==> src/rtl/sar_adc_pkg.sv <==
package sar_adc_pkg;

    localparam int NUM_CH_DEF = 10;
    localparam int CH_W       = 4;
    localparam int RES_W      = 10;
    localparam int CNT_W      = 6;
    localparam int CTRL0_ADDR = 'h20;
    localparam int CTRL1_ADDR = 'h21;

    localparam logic [CNT_W-1:0] BUDGET_8_PLAIN  = CNT_W'(49);
    localparam logic [CNT_W-1:0] BUDGET_10_PLAIN = CNT_W'(59);
    localparam logic [CNT_W-1:0] BUDGET_8_SH     = CNT_W'(28);
    localparam logic [CNT_W-1:0] BUDGET_10_SH    = CNT_W'(33);

    typedef enum logic [2:0] {
        MODE_ONESHOT = 3'd0,
        MODE_REPEAT  = 3'd1,
        MODE_SWEEP   = 3'd2,
        MODE_RSWEEP0 = 3'd3,
        MODE_RSWEEP1 = 3'd4
    } adc_mode_e;

    typedef struct packed {
        logic            sh;
        logic            res10;
        logic            vref;
        logic            start;
        logic            ext;
        adc_mode_e       mode;
        logic [1:0]      div;
        logic [CH_W-1:0] chan;
    } cfg_t;

    function automatic logic [CNT_W-1:0] chan_budget(input logic res10, input logic sh);
        case ({sh, res10})
            2'b00:   return BUDGET_8_PLAIN;
            2'b01:   return BUDGET_10_PLAIN;
            2'b10:   return BUDGET_8_SH;
            default: return BUDGET_10_SH;
        endcase
    endfunction

endpackage

==> src/rtl/adc_clk_div.sv <==
module adc_clk_div #(
    parameter int DIV_MAX = 4
) (
    input  logic       clk,
    input  logic       rst_n,
    input  logic       restart,
    input  logic [1:0] sel,
    output logic       tick
);
    localparam int CW = (DIV_MAX > 2) ? $clog2(DIV_MAX) : 1;

    logic [CW-1:0] cnt_d, cnt_q;
    logic [CW-1:0] lim;

    always_comb begin
        case (sel)
            2'd0:    lim = '0;
            2'd1:    lim = CW'(1);
            default: lim = CW'(DIV_MAX - 1);
        endcase
        tick = (cnt_q == lim);
        if (restart || cnt_q >= lim) cnt_d = '0;
        else                         cnt_d = cnt_q + CW'(1);
    end

    always_ff @(posedge clk or negedge rst_n) begin
        if (!rst_n) cnt_q <= '0;
        else        cnt_q <= cnt_d;
    end
endmodule

==> src/rtl/adc_trig_sync.sv <==
module adc_trig_sync #(
    parameter int SYNC = 2
) (
    input  logic clk,
    input  logic rst_n,
    input  logic trig_n,
    output logic fall
);
    logic [SYNC:0] sh_d, sh_q;

    always_comb begin
        sh_d = {sh_q[SYNC-1:0], trig_n};
        fall = sh_q[SYNC] & ~sh_q[SYNC-1];
    end

    always_ff @(posedge clk or negedge rst_n) begin
        if (!rst_n) sh_q <= '1;
        else        sh_q <= sh_d;
    end
endmodule

==> src/rtl/adc_regs.sv <==
module adc_regs
    import sar_adc_pkg::*;
#(
    parameter int NUM_CH = NUM_CH_DEF,
    parameter int ADDR_W = 6
) (
    input  logic              clk,
    input  logic              rst_n,
    input  logic              wr,
    input  logic [ADDR_W-1:0] addr,
    input  logic [7:0]        wdata,
    output logic [7:0]        rdata,
    input  logic              res_we,
    input  logic [CH_W-1:0]   res_chan,
    input  logic [RES_W-1:0]  res_val,
    input  logic              res_is10,
    input  logic              clr_start,
    output cfg_t              cfg,
    output logic              sw_start
);
    typedef struct packed {
        cfg_t                          cfg;
        logic [NUM_CH-1:0][RES_W-1:0]  res;
    } regs_t;

    regs_t d, q;
    logic  wr_c0, wr_c1;

    always_comb begin
        wr_c0 = wr && (addr == ADDR_W'(CTRL0_ADDR));
        wr_c1 = wr && (addr == ADDR_W'(CTRL1_ADDR));
        d = q;
        if (clr_start) d.cfg.start = 1'b0;
        if (wr_c0) begin
            d.cfg.mode  = adc_mode_e'(wdata[2:0]);
            d.cfg.ext   = wdata[3];
            d.cfg.start = wdata[4];
            d.cfg.vref  = wdata[5];
            d.cfg.res10 = wdata[6];
            d.cfg.sh    = wdata[7];
        end
        if (wr_c1) begin
            d.cfg.chan = wdata[CH_W-1:0];
            d.cfg.div  = wdata[5:4];
        end
        for (int k = 0; k < NUM_CH; k++) begin
            if (res_we && res_chan == CH_W'(k)) begin
                d.res[k][7:0] = res_val[7:0];
                if (res_is10) d.res[k][RES_W-1:8] = res_val[RES_W-1:8];
            end
        end
        sw_start = wr_c0 && wdata[4] && !q.cfg.start && wdata[5] && !wdata[3];

        rdata = 8'h00;
        if (addr == ADDR_W'(CTRL0_ADDR))
            rdata = {q.cfg.sh, q.cfg.res10, q.cfg.vref, q.cfg.start, q.cfg.ext, q.cfg.mode};
        else if (addr == ADDR_W'(CTRL1_ADDR))
            rdata = {2'b00, q.cfg.div, q.cfg.chan};
        for (int k = 0; k < NUM_CH; k++) begin
            if (addr == ADDR_W'(2 * k))     rdata = q.res[k][7:0];
            if (addr == ADDR_W'(2 * k + 1)) rdata = 8'(q.res[k][RES_W-1:8]);
        end
        cfg = q.cfg;
    end

    always_ff @(posedge clk or negedge rst_n) begin
        if (!rst_n) q <= '0;
        else        q <= d;
    end
endmodule

==> src/rtl/adc_seq.sv <==
module adc_seq
    import sar_adc_pkg::*;
#(
    parameter int NUM_CH = NUM_CH_DEF
) (
    input  logic             clk,
    input  logic             rst_n,
    input  adc_mode_e        mode,
    input  logic             ext,
    input  logic             start_flag,
    input  logic             vref,
    input  logic             res10,
    input  logic             sh,
    input  logic [CH_W-1:0]  last_chan,
    input  logic             sw_start,
    input  logic             trig_fall,
    input  logic             tick,
    input  logic             cmp,
    output logic             busy,
    output logic [CH_W-1:0]  chan_sel,
    output logic [RES_W-1:0] dac_code,
    output logic             res_we,
    output logic [CH_W-1:0]  res_chan,
    output logic [RES_W-1:0] res_val,
    output logic             clr_start,
    output logic             done_irq,
    output logic             div_restart
);
    typedef struct packed {
        logic             busy;
        logic [CH_W-1:0]  chan;
        logic [CH_W-1:0]  other;
        logic [CNT_W-1:0] cnt;
        logic [RES_W-1:0] sar;
        logic             done;
    } seq_t;

    localparam logic [CH_W-1:0] TOP_CH = CH_W'(NUM_CH - 1);

    seq_t d, q;
    logic [CNT_W-1:0] budget, width, first_step, bitpos;
    logic             in_steps, start_req, at_last, sweep_end;
    logic [RES_W-1:0] trial, sar_next;

    always_comb begin
        budget     = chan_budget(res10, sh);
        width      = res10 ? CNT_W'(10) : CNT_W'(8);
        first_step = budget - width;
        bitpos     = budget - CNT_W'(1) - q.cnt;
        in_steps   = q.busy && (q.cnt >= first_step);
        trial      = in_steps ? (q.sar | (RES_W'(1) << bitpos)) : q.sar;
        sar_next   = (in_steps && cmp) ? trial : q.sar;
        at_last    = (q.cnt == budget - CNT_W'(1));
        sweep_end  = (q.chan >= last_chan) || (q.chan == TOP_CH);
        start_req  = vref && (sw_start || (ext && start_flag && trig_fall));

        d         = q;
        d.done    = 1'b0;
        res_we    = 1'b0;
        clr_start = 1'b0;

        if (start_req) begin
            d.busy  = 1'b1;
            d.chan  = (mode == MODE_ONESHOT || mode == MODE_REPEAT) ? last_chan : '0;
            d.other = CH_W'(1);
            d.cnt   = '0;
            d.sar   = '0;
        end else if (q.busy && !start_flag) begin
            d.busy = 1'b0;
            d.cnt  = '0;
            d.sar  = '0;
        end else if (q.busy && tick) begin
            d.sar = sar_next;
            if (!at_last) begin
                d.cnt = q.cnt + CNT_W'(1);
            end else begin
                res_we = 1'b1;
                d.cnt  = '0;
                d.sar  = '0;
                case (mode)
                    MODE_REPEAT: ;
                    MODE_SWEEP: begin
                        if (sweep_end) begin
                            d.busy    = 1'b0;
                            d.done    = 1'b1;
                            clr_start = 1'b1;
                        end else begin
                            d.chan = q.chan + CH_W'(1);
                        end
                    end
                    MODE_RSWEEP0: d.chan = sweep_end ? '0 : q.chan + CH_W'(1);
                    MODE_RSWEEP1: begin
                        if (q.chan == '0) begin
                            d.chan = (last_chan == '0) ? '0 : q.other;
                        end else begin
                            d.chan  = '0;
                            d.other = sweep_end ? CH_W'(1) : q.chan + CH_W'(1);
                        end
                    end
                    default: begin
                        d.busy    = 1'b0;
                        d.done    = 1'b1;
                        clr_start = 1'b1;
                    end
                endcase
            end
        end

        busy        = q.busy;
        chan_sel    = q.chan;
        dac_code    = q.busy ? trial : '0;
        res_chan    = q.chan;
        res_val     = sar_next;
        done_irq    = q.done;
        div_restart = start_req;
    end

    always_ff @(posedge clk or negedge rst_n) begin
        if (!rst_n) q <= '0;
        else        q <= d;
    end
endmodule

==> src/rtl/sar_adc_ctrl.sv <==
module sar_adc_ctrl
    import sar_adc_pkg::*;
#(
    parameter int NUM_CH      = NUM_CH_DEF,
    parameter int ADDR_W      = 6,
    parameter int SYNC_STAGES = 2,
    parameter int DIV_MAX     = 4
) (
    input  logic              clk,
    input  logic              rst_n,
    input  logic              reg_wr,
    input  logic [ADDR_W-1:0] reg_addr,
    input  logic [7:0]        reg_wdata,
    output logic [7:0]        reg_rdata,
    input  logic              trig_n,
    input  logic              cmp_in,
    output logic [CH_W-1:0]   chan_sel,
    output logic [RES_W-1:0]  dac_code,
    output logic              ladder_en,
    output logic              busy,
    output logic              done_irq
);
    cfg_t             cfg;
    logic             sw_start, trig_fall, tick, div_restart;
    logic             res_we, clr_start;
    logic [CH_W-1:0]  res_chan;
    logic [RES_W-1:0] res_val;

    adc_regs #(.NUM_CH(NUM_CH), .ADDR_W(ADDR_W)) u_regs (
        .clk(clk), .rst_n(rst_n), .wr(reg_wr), .addr(reg_addr), .wdata(reg_wdata),
        .rdata(reg_rdata), .res_we(res_we), .res_chan(res_chan), .res_val(res_val),
        .res_is10(cfg.res10), .clr_start(clr_start), .cfg(cfg), .sw_start(sw_start)
    );

    adc_trig_sync #(.SYNC(SYNC_STAGES)) u_sync (
        .clk(clk), .rst_n(rst_n), .trig_n(trig_n), .fall(trig_fall)
    );

    adc_clk_div #(.DIV_MAX(DIV_MAX)) u_div (
        .clk(clk), .rst_n(rst_n), .restart(div_restart), .sel(cfg.div), .tick(tick)
    );

    adc_seq #(.NUM_CH(NUM_CH)) u_seq (
        .clk(clk), .rst_n(rst_n), .mode(cfg.mode), .ext(cfg.ext), .start_flag(cfg.start),
        .vref(cfg.vref), .res10(cfg.res10), .sh(cfg.sh), .last_chan(cfg.chan),
        .sw_start(sw_start), .trig_fall(trig_fall), .tick(tick), .cmp(cmp_in),
        .busy(busy), .chan_sel(chan_sel), .dac_code(dac_code), .res_we(res_we),
        .res_chan(res_chan), .res_val(res_val), .clr_start(clr_start),
        .done_irq(done_irq), .div_restart(div_restart)
    );

    assign ladder_en = cfg.vref;
endmodule

==> config.mk <==
export PLATFORM = sky130hd
export DESIGN_NAME = sar_adc_ctrl
export DESIGN_NICKNAME = d
export VERILOG_FILES = /design/src/rtl/sar_adc_pkg.sv /design/src/rtl/adc_clk_div.sv /design/src/rtl/adc_trig_sync.sv /design/src/rtl/adc_regs.sv /design/src/rtl/adc_seq.sv /design/src/rtl/sar_adc_ctrl.sv
export SDC_FILE = /design/constraint.sdc
export NUM_CORES = 1
export LEC_CHECK = 0
export BUFFER_PORTS_ARGS = -buffer_cell sky130_fd_sc_hd__buf_4
export CAP_MARGIN = 20
export CORE_MARGIN = 4
export CORE_UTILIZATION = 57
export DETAILED_ROUTE_END_ITERATION = 10
export PLACE_DENSITY = 0.8
export SLEW_MARGIN = 5
export SYNTH_ARGS = -nofsm -noshare
export SYNTH_HDL_FRONTEND = slang
export SYNTH_SLANG_ARGS = --single-unit
==> constraint.sdc <==
create_clock -name clk -period 5.35 [get_ports clk]
set_clock_uncertainty 0.15 [all_clocks]
set_input_delay 0.8025 -clock clk [delete_from_list [all_inputs] [get_ports clk]]
set_output_delay 0.8025 -clock clk [all_outputs]
set_load 0.03 [all_outputs]
==> reports/qor.csv, run 1 <==
metric,value,unit
Final setup viols,0,
Psw,0.000725,W
Filler Cell Count,1088,
Core Footprint,14000,sq um
Post-synth EDFFs,0,
WHS Path Cells,0,
latest clock arrival within the worst-skew pair,0.43,ns
"Setup Fix Bufs, Post-CTS",0,
met2 WL post-DR,10700,um
hold slack final,0.209,ns
Final Hold Fails,0,
share of layout cells above drive strength 1,24.9,%
TNS Setup,0,ns
IO Count,44,
sw frac,27.5,%
die width,128,um
"Hold-fix buffers, CTS",0,
CTS tree,yes,
"Primary FF master, synth",dfrtp_1,
Via Count,6733,
final period utilization,89.5,%
Worst R2R Start,u_regs.cfg[13],
Power Dens Cells,285,nW/um^2
register area share after synthesis,44.0,%
Pre-Repair DR Iteration Count,5,
Hold Path Class,register to register,
reg-to-reg setup timing slack,1.29,ns
combinational power share,12.3,%
detailed router's first-iteration violation count,839,
DRC viols,0,
ANT nets after route,0,
All-Layer GR Usage,28.2,%
Slew Limit Fails,0,
global placement routability congestion,0.897,
Total Power,0.00263,W
r2r endpoint,u_regs.q[39],
clk root buf,clkbuf_16,
worst hold start,u_sync.sh_q[0],
status,completed,
Initial Utilization,58.8,%
aggregate global routing overflow,0,
htree depth,4,
Clock Sinks,145,
Yosys reg bits,145,
register share of total power,43.9,%
max-cap viol count,0,
Setup crit start kind,register,
clk slew on worst S/H paths,0.06,ns
Resize count post-CTS,0,
leakage power,4.20,nW
largest net degree at the start of global routing,106,
Int Pwr,0.00191,W
row count,43,
fmax,0.209,GHz
CP Data Required Time,4.40,ns
Max Used Layer,met4,
YS warnings,0,
M1 WL,9330,um
type of the worst setup path,register to primary output,
"area leader, netlist",dfrtp_1,
DIE AREA,16500,sq um
DR vias/cell,6.57,
Unique masters post-synth,75,
crit path max fanout,10,
Worst Reg-to-Reg Cells,9,
Synth Area per Inst,10.2,sq um
Clock power frac,43.8,%
port bufs,43,
n_diodes,0,
Syn Inst Count,806,
largest cells by area after synthesis,"dfrtp_1 43%, mux2_2 13%, a21oi_1 5.0%, ha_1 4.1%, mux2i_1 3.4%",
RSZ-0062 raised after global routing,no,
Layout area overhead,12.0,%
initial antenna violation count,0,
Post-Syn Nets,853,
fin nets,879,
CP Capture Type,primary output,
number of global-route vias before repair,6863,
top-area cell type share of the netlist area,43.0,%
first-pass GRT wire length,36300,um
Die Ht,128,um
WL final,22400,um
Placed Instances,993,
Non-Filler Instances,1025,
clock buffer depth,2,
most frequent cells in the layout,"142 x dfrtp_1, 96 x mux2_2, 83 x a21oi_1",
routed length per placed instance,21.8,um
Post-synth ARST share,100,%
"commonest non-fill, non-tap cell in the layout",dfrtp_1,
HPWL reported at the end of detailed placement,15400,um
Detail Route met3 WL,1590,um
Worst Tran Pin Value,1.07,ns
worst vdd ir,0.000271,V
Post-Syn Area,8260,sq um
min Tclk post-route,4.79,ns
critical path arrival,3.84,ns
CTS Buf Count,17,
Worst Hold End,u_sync.sh_q[1],
Rel. slew slack,28.2,%
synthesized netlist by cell type, drive strengths merged, types with 5 or more instances:
cell    number
dfrtp      142
mux2        96
a21oi       83
nor2        59
nand2       51
clkbuf      29
mux2i       28
o21ai       28
ha          27
inv         25
nand3       22
nor2b       20
nand4       17
nor3        14
buf         13
nor4        12
a21o        11
nand2b      10
a221oi       8
and2         7
nand3b       7
xor2         7
o31ai        6
xnor2        6
a22o         5
a31oi        5
and3         5
and4         5
nor4b        5
cells by family (layout without fill, tap and decap cells):
group                      count (synthesis)  count (layout)  synth area share (%)
and+or+nand+nor                          252             252                  17.0
AOI/OAI and AO/OA                        175             175                  13.2
DFF                                      145             145                  44.0
muxes                                    125             125                  16.8
buffers and inverters                     68             107                  3.38
adders and majority gates                 28              28                  4.33
xor gates and xnor gates                  13              13                  1.38
power groups by stage:
| stage | Combinational, W | Sequential, W | Clock (W) |
|---|---|---|---|
| finish | 0.000324 | 0.00115 | 0.00115 |
| global route | 0.000360 | 0.00116 | 0.00121 |
| CTS | 0.000316 | 0.00115 | 0.00117 |
| detailed placement | 0.000312 | 0.00117 | 0 |
| global placement | 0.000297 | 0.00117 | 0 |
| floorplan | 0.000219 | 0.00116 | 0 |
how the worst max path moves through the flow:
stage                    from           end  depth (start not counted)  slack [ns]
4_1_cts        u_regs.cfg[13]   dac_code[6]                         12        0.66
3_5_place_dp      reg_addr[1]  reg_rdata[0]                          8        1.03
3_3_place_gp      reg_addr[1]  reg_rdata[0]                          8        1.10
5_1_grt        u_regs.cfg[13]   dac_code[6]                         12        0.34
6_report       u_regs.cfg[13]   dac_code[6]                         12        0.56
2_1_floorplan  u_regs.cfg[12]   dac_code[3]                         15        0.76
flip-flops by register name, summed over array words and instances (netlist names):
register        cells
u_div.cnt_q         2
u_seq.done_irq      1
u_seq.chan_sel      4
u_seq.q            20
u_regs.q          100
u_sync.sh_q         3
u_seq.busy          1
u_regs.cfg         14
per-layer routing:
metal | global-route usage [%] | vias up
met5 | 0 | -
met4 | 11.2 | 0
met3 | 5.94 | 83
met2 | 45.9 | 346
met1 | 37.0 | 3311
li1 | - | 2993
metrics by stage:
stage	setup WS, ns	cell area [sq um]	util [%]
2_1_floorplan	0.757	8260	-
3_3_place_gp	1.10	8670	61.7
3_5_place_dp	1.03	8670	61.7
4_1_cts	0.661	9250	65.9
5_1_grt	0.335	9250	65.9
6_report	0.562	9250	65.9
worst max-delay path, cell delays in order, from the launching register on:
cell and delay [ns]:
dfrtp_1 0.48, ha_1 0.33, inv_1 0.11, ha_1 0.16, inv_1 0.06, fa_1 0.45
a21o_1 0.19, a21oi_1 0.19, xor2_1 0.59, and4_1 0.36, a21oi_1 0.08, nor2b_1 0.20
buf_4 0.20
final cells by class:
type	count	area, sq um	share of cell area (%)
Sequential cell	145	3630	39.3
Timing Repair Buffer	49	372	4.02
Inverter	26	97.6	1.06
Tap cell	180	225	2.44
Clock buffer	21	470	5.09
Clock inverter	11	106	1.15
Multi-Input combinational cell	593	4340	47.0
Note: power is estimated with default switching activity, not from simulation.
==> run 2: changes to the inputs <==
Settings changed: CAP_MARGIN 20 to unset, RECOVER_POWER set to 25.
==> run 2 against run 1 <==
Effect of this change: the flow now finishes with violations (max-capacitance violations, max-slew violations); first-iteration DRC count grew 1.8%; total power is essentially flat; via count grew 1.1%; register-to-register slack lost 0.02 ns; count of clock-buffer cells in the layout is the same; non-clock buffer count is the same; critical endpoint unchanged; largest cell class unchanged; largest power group unchanged; highest routed layer unchanged.
==> reports/qor.csv, run 2 (same netlist as run 1, synthesis figures left out) <==
metric,value,unit,change
status,"complete, but fails checks",,
failing checks,"max-capacitance violations, max-slew violations",,
fin nets,879,,unchanged
Worst Tran Pin Value,2.60,ns,+1.53 ns
crit path max fanout,10,,unchanged
grt met2 use,45.9,%,unchanged
row count,43,,unchanged
Core Footprint,14000,sq um,unchanged
"Setup Fix Bufs, Post-CTS",0,,unchanged
share of layout cells above drive strength 1,24.9,%,unchanged
port bufs,43,,unchanged
type of the worst setup path,register to primary output,,
"commonest non-fill, non-tap cell in the layout",dfrtp_1,,
register share of total power,43.9,%,about the same
Setup crit start kind,register,,
Layout area overhead,11.9,%,about the same
Slew Limit Fails,106,,+106
initial antenna violation count,0,,unchanged
Via Count,6808,,+1.1%
reg-to-reg setup timing slack,1.27,ns,-0.02 ns
largest reg by FF count,u_regs.q,,
critical path arrival,3.82,ns,-0.02 ns
CTS Buf Count,17,,unchanged
most frequent cells in the layout,"142 x dfrtp_1, 96 x mux2_2, 83 x a21oi_1",,
Resize count post-CTS,0,,unchanged
met1 global-route usage,37.0,%,unchanged
latest clock arrival within the worst-skew pair,0.42,ns,about the same
"Cell Area, Placed",8670,sq um,unchanged
RSZ-0062 raised after global routing,no,,
routed length per placed instance,21.8,um,about the same
Clock power frac,43.8,%,about the same
ANT nets after route,0,,unchanged
max reg flops,100,,unchanged
DR vias/cell,6.64,,+1.1%
grt met3 use,5.94,%,unchanged
Non-Filler Instances,1025,,unchanged
Pre-Repair DR Iteration Count,5,,unchanged
clk slew on worst S/H paths,0.06,ns,about the same
WL final,22400,um,about the same
aggregate global routing overflow,0,,unchanged
leakage power,4.20,nW,about the same
"Hold-fix buffers, CTS",0,,unchanged
Rel. slew slack,-73.4,%,-100 points
Die Ht,128,um,unchanged
Hold Path Class,register to register,,
final period utilization,89.2,%,-0.33 points
worst vdd ir,0.000269,V,-0.70%
pre-CTS setup slack,1.03,ns,unchanged
IO Count,44,,unchanged
Worst Reg-to-Reg Cells,9,,unchanged
Final Hold Fails,0,,unchanged
CP Data Required Time,4.40,ns,about the same
clk root buf,clkbuf_16,,
Power Dens Cells,285,nW/um^2,about the same
combinational power share,12.3,%,about the same
htree depth,4,,unchanged
All-Layer GR Usage,28.2,%,unchanged
DIE AREA,16500,sq um,unchanged
Clock Sinks,145,,unchanged
fmax,0.210,GHz,+0.37%
die width,128,um,unchanged
number of global-route vias before repair,6863,,unchanged
n_diodes,0,,unchanged
TNS Setup,0,ns,unchanged
Placed Instances,993,,unchanged
Top Usage Layer GRT,met2,,
WHS Path Cells,0,,unchanged
DRC viols,0,,unchanged
Int Pwr,0.00191,W,about the same
Psw,0.000724,W,-0.21%
clock buffer depth,2,,unchanged
design area,9240,sq um,about the same
Setup WS post-layout,0.580,ns,+0.0178 ns
global placement routability congestion,0.897,,unchanged
sw frac,27.5,%,-0.040 points
max-cap viol count,1,,+1
CP Capture Type,primary output,,
min Tclk post-route,4.77,ns,-0.0178 ns
largest net degree at the start of global routing,106,,unchanged
Initial Utilization,58.8,%,unchanged
detailed router's first-iteration violation count,854,,+1.8%
Final setup viols,0,,unchanged
first-pass GRT wire length,36300,um,unchanged
CTS tree,yes,,
HPWL reported at the end of detailed placement,15400,um,unchanged
[run 2: cell type report]
class                   instances  area (sq um)
inverters                      26          97.6
fillers                      1090          4800
clock buffers                  21           470
multi-input cells             593          4340
flip-flops and latches        145          3630
clock inverters                11           106
repair buffers                 49           365
well taps                     180           225
[run 2: routing by layer]
metal | routed length [um] | vias to the layer above | part of all wire (%)
met5 | 0 | - | 0
met4 | 774 | 0 | 3.5
met3 | 1800 | 83 | 8.0
met2 | 10700 | 364 | 48
met1 | 9080 | 3368 | 41
li1 | - | 2993 | -
[run 2: worst paths after layout]
path                                 from           endpoint
max in group asynchronous           rst_n     u_sync.sh_q[2]
hold / removal             u_sync.sh_q[0]     u_sync.sh_q[1]
hold reg to reg            u_sync.sh_q[0]     u_sync.sh_q[1]
min in group asynchronous           rst_n  u_seq.chan_sel[2]
setup reg to reg           u_regs.cfg[13]       u_regs.q[39]
setup / recovery           u_regs.cfg[13]        dac_code[6]
[run 2: per-stage QoR]
| step | total power (W) | hold WS, ns | utilization [%] |
|---|---|---|---|
| global placement | 0.00147 | 0.199 | 61.7 |
| floorplan | 0.00138 | 0.195 | - |
| global route | 0.00273 | 0.216 | 65.8 |
| finish | 0.00263 | 0.208 | 65.8 |
| CTS | 0.00264 | 0.211 | 65.9 |
| detailed placement | 0.00148 | 0.198 | 61.7 |
[run 2: critical path, cell delays in order (launching register included)]
cell and delay (ns):
dfrtp_1 0.48, ha_1 0.32, inv_1 0.11, ha_1 0.16, inv_1 0.06, fa_1 0.45, a21o_1 0.19, a21oi_1 0.19
xor2_1 0.58, and4_1 0.36, a21oi_1 0.08, nor2b_1 0.19, buf_4 0.20
[run 2: power by group through the flow]
stage / sequential, W / clock [W] / combinational, W
finish: 0.00116 / 0.00115 / 0.000323
global route: 0.00116 / 0.00121 / 0.000359
CTS: 0.00115 / 0.00117 / 0.000316
detailed placement: 0.00117 / 0 / 0.000312
global placement: 0.00117 / 0 / 0.000297
floorplan: 0.00116 / 0 / 0.000219
==> run 3: changes to the inputs <==
Settings changed: CTS_BUF_LIST set to sky130_fd_sc_hd__clkbuf_4.
==> run 3 against run 2 <==
Effect of this change: the run still ends with max-capacitance violations, max-slew violations left; global-route usage shrank 0.69 points; critical path depth is the same; combinational power barely moved; setup slack worse by 0.16 ns; largest power group unchanged; critical path type unchanged.
==> reports/qor.csv, run 3 (same netlist as run 1, synthesis figures left out) <==
metric,value,unit,change
slowest CP cell,xor2_1,,
min Tclk post-route,4.93,ns,+0.161 ns
routed length per placed instance,21.3,um,-2.5%
"Hold-fix buffers, CTS",0,,unchanged
n_diodes,0,,unchanged
highest cell delay on the worst timing path,0.55,ns,-0.03 ns
most frequent cells in the layout,"142 x dfrtp_1, 96 x mux2_2, 83 x a21oi_1",,
max-cap viol count,1,,unchanged
Via Count,6765,,-0.63%
r2r endpoint,u_regs.q[39],,
Clock Sinks,145,,unchanged
HPWL reported at the end of detailed placement,15400,um,unchanged
crit path capture,dac_code[6],,
Resize count post-CTS,0,,unchanged
leakage power,4.05,nW,-3.4%
Layout area overhead,8.02,%,
clk root buf,clkbuf_4,,
Power Dens Cells,238,nW/um^2,-16%
DIE AREA,16500,sq um,unchanged
fin nets,879,,unchanged
Pre-Repair DR Iteration Count,6,,+1
Top delay family on crit path,adder cells,,
Core Footprint,14000,sq um,unchanged
WL final,21800,um,-2.5%
DRC viols,0,,unchanged
TNS Setup,0,ns,unchanged
port bufs,43,,unchanged
latest clock arrival within the worst-skew pair,0.58,ns,+0.16 ns
Setup crit start kind,register,,
global placement routability congestion,0.897,,unchanged
number of global-route vias before repair,6778,,-1.2%
pre-CTS setup slack,1.03,ns,unchanged
crit path max fanout,10,,unchanged
CTS tree,yes,,
"commonest non-fill, non-tap cell in the layout",dfrtp_1,,
Final Hold Fails,0,,unchanged
htree depth,4,,unchanged
All-Layer GR Usage,27.5,%,-0.69 points
largest net degree at the start of global routing,106,,unchanged
design area,8920,sq um,-3.5%
Worst Reg-to-Reg Cells,9,,unchanged
largest reg by FF count,u_regs.q,,
Hold Path Class,primary input to register,,
Rel. slew slack,-72.3,%,+1.1 points
type of the worst setup path,register to primary output,,
row count,43,,unchanged
first-pass GRT wire length,35500,um,-2.0%
DR vias/cell,6.60,,-0.63%
CP bufs+invs,3,,unchanged
Final setup viols,0,,unchanged
worst hold start,trig_n,,
fmax,0.203,GHz,-3.3%
max reg flops,100,,unchanged
failing checks,"max-capacitance violations, max-slew violations",,
Initial Utilization,58.8,%,unchanged
CP Launch Point,u_regs.cfg[13],,
CTS Buf Count,17,,unchanged
initial antenna violation count,0,,unchanged
final period utilization,92.2,%,+3.0 points
clock buffer depth,2,,unchanged
clk slew on worst S/H paths,0.12,ns,+0.06 ns
Slew Limit Fails,106,,unchanged
CP Data Required Time,4.40,ns,about the same
status,"complete, but fails checks",,
"Cell Area, Placed",8670,sq um,unchanged
Die Ht,128,um,unchanged
die width,128,um,unchanged
CP Capture Type,primary output,,
RSZ-0062 raised after global routing,no,,
Worst Tran Pin Value,2.58,ns,-0.0159 ns
aggregate global routing overflow,0,,unchanged
critical path arrival,3.98,ns,+0.16 ns
ANT nets after route,0,,unchanged
"Setup Fix Bufs, Post-CTS",0,,unchanged
Worst R2R Start,u_regs.cfg[13],,
Setup WS post-layout,0.418,ns,-0.161 ns
reg-to-reg setup timing slack,1.30,ns,+0.03 ns
detailed router's first-iteration violation count,750,,-12%
"Cell Chain, Critical Path",ha_1 -> inv_1 -> ha_1 -> inv_1 -> fa_1 -> a21o_1 -> a21oi_1 -> xor2_1 -> and4_1 -> a21oi_1 -> nor2b_1 -> buf_4,,
share of layout cells above drive strength 1,24.6,%,-0.24 points
instance count on the critical path,12,,unchanged
worst vdd ir,0.000165,V,-39%
IO Count,44,,unchanged
-- run 3: area by class of cell --
cell class | instances | area (sq um)
multi-input combinational | 593 | 4340
clock inverter | 14 | 118
timing repair buffer | 49 | 365
inverter | 26 | 97.6
fill | 1141 | 5120
clock buffer | 18 | 135
sequential | 145 | 3630
tap | 180 | 225
-- run 3: through the flow --
stage | total power, W | hold slack [ns] | util [%] | cells
2_1_floorplan | 0.00138 | 0.195 | - | 806
3_3_place_gp | 0.00147 | 0.199 | 61.7 | 993
3_5_place_dp | 0.00148 | 0.198 | 61.7 | 993
4_1_cts | 0.00213 | 0.128 | 63.5 | 1025
5_1_grt | 0.00222 | 0.139 | 63.5 | 1025
6_report | 0.00212 | 0.170 | 63.5 | 1025
-- run 3: metal layers --
metal  share of wire [%]  global-route usage, %  wire length (um)  vias up
met3                 7.2                   5.77              1560       73
met2                  48                   44.6             10500      348
li1                    -                      -                 -     2996
met5                   0                      0                 0        -
met1                  42                   36.6              9140     3348
met4                 2.9                   10.0               629        0
-- run 3: how the worst min path moves through the flow --
stage | to | depth (start not counted)
after floorplan | u_sync.sh_q[1] | 0
after global placement | u_sync.sh_q[1] | 0
after detailed placement | u_sync.sh_q[1] | 0
after CTS | u_sync.sh_q[0] | 1
after global routing | u_sync.sh_q[0] | 1
final | u_sync.sh_q[0] | 1
-- run 3: power by group --
| part | total (W) | switching (W) | leakage, nW | internal (W) |
|---|---|---|---|---|
| Combinational | 0.000322 | 0.000210 | 1.92 | 0.000112 |
| Clock | 0.000648 | 0.000416 | 0.131 | 0.000232 |
| Sequential | 0.00115 | 0.0000370 | 2.00 | 0.00112 |
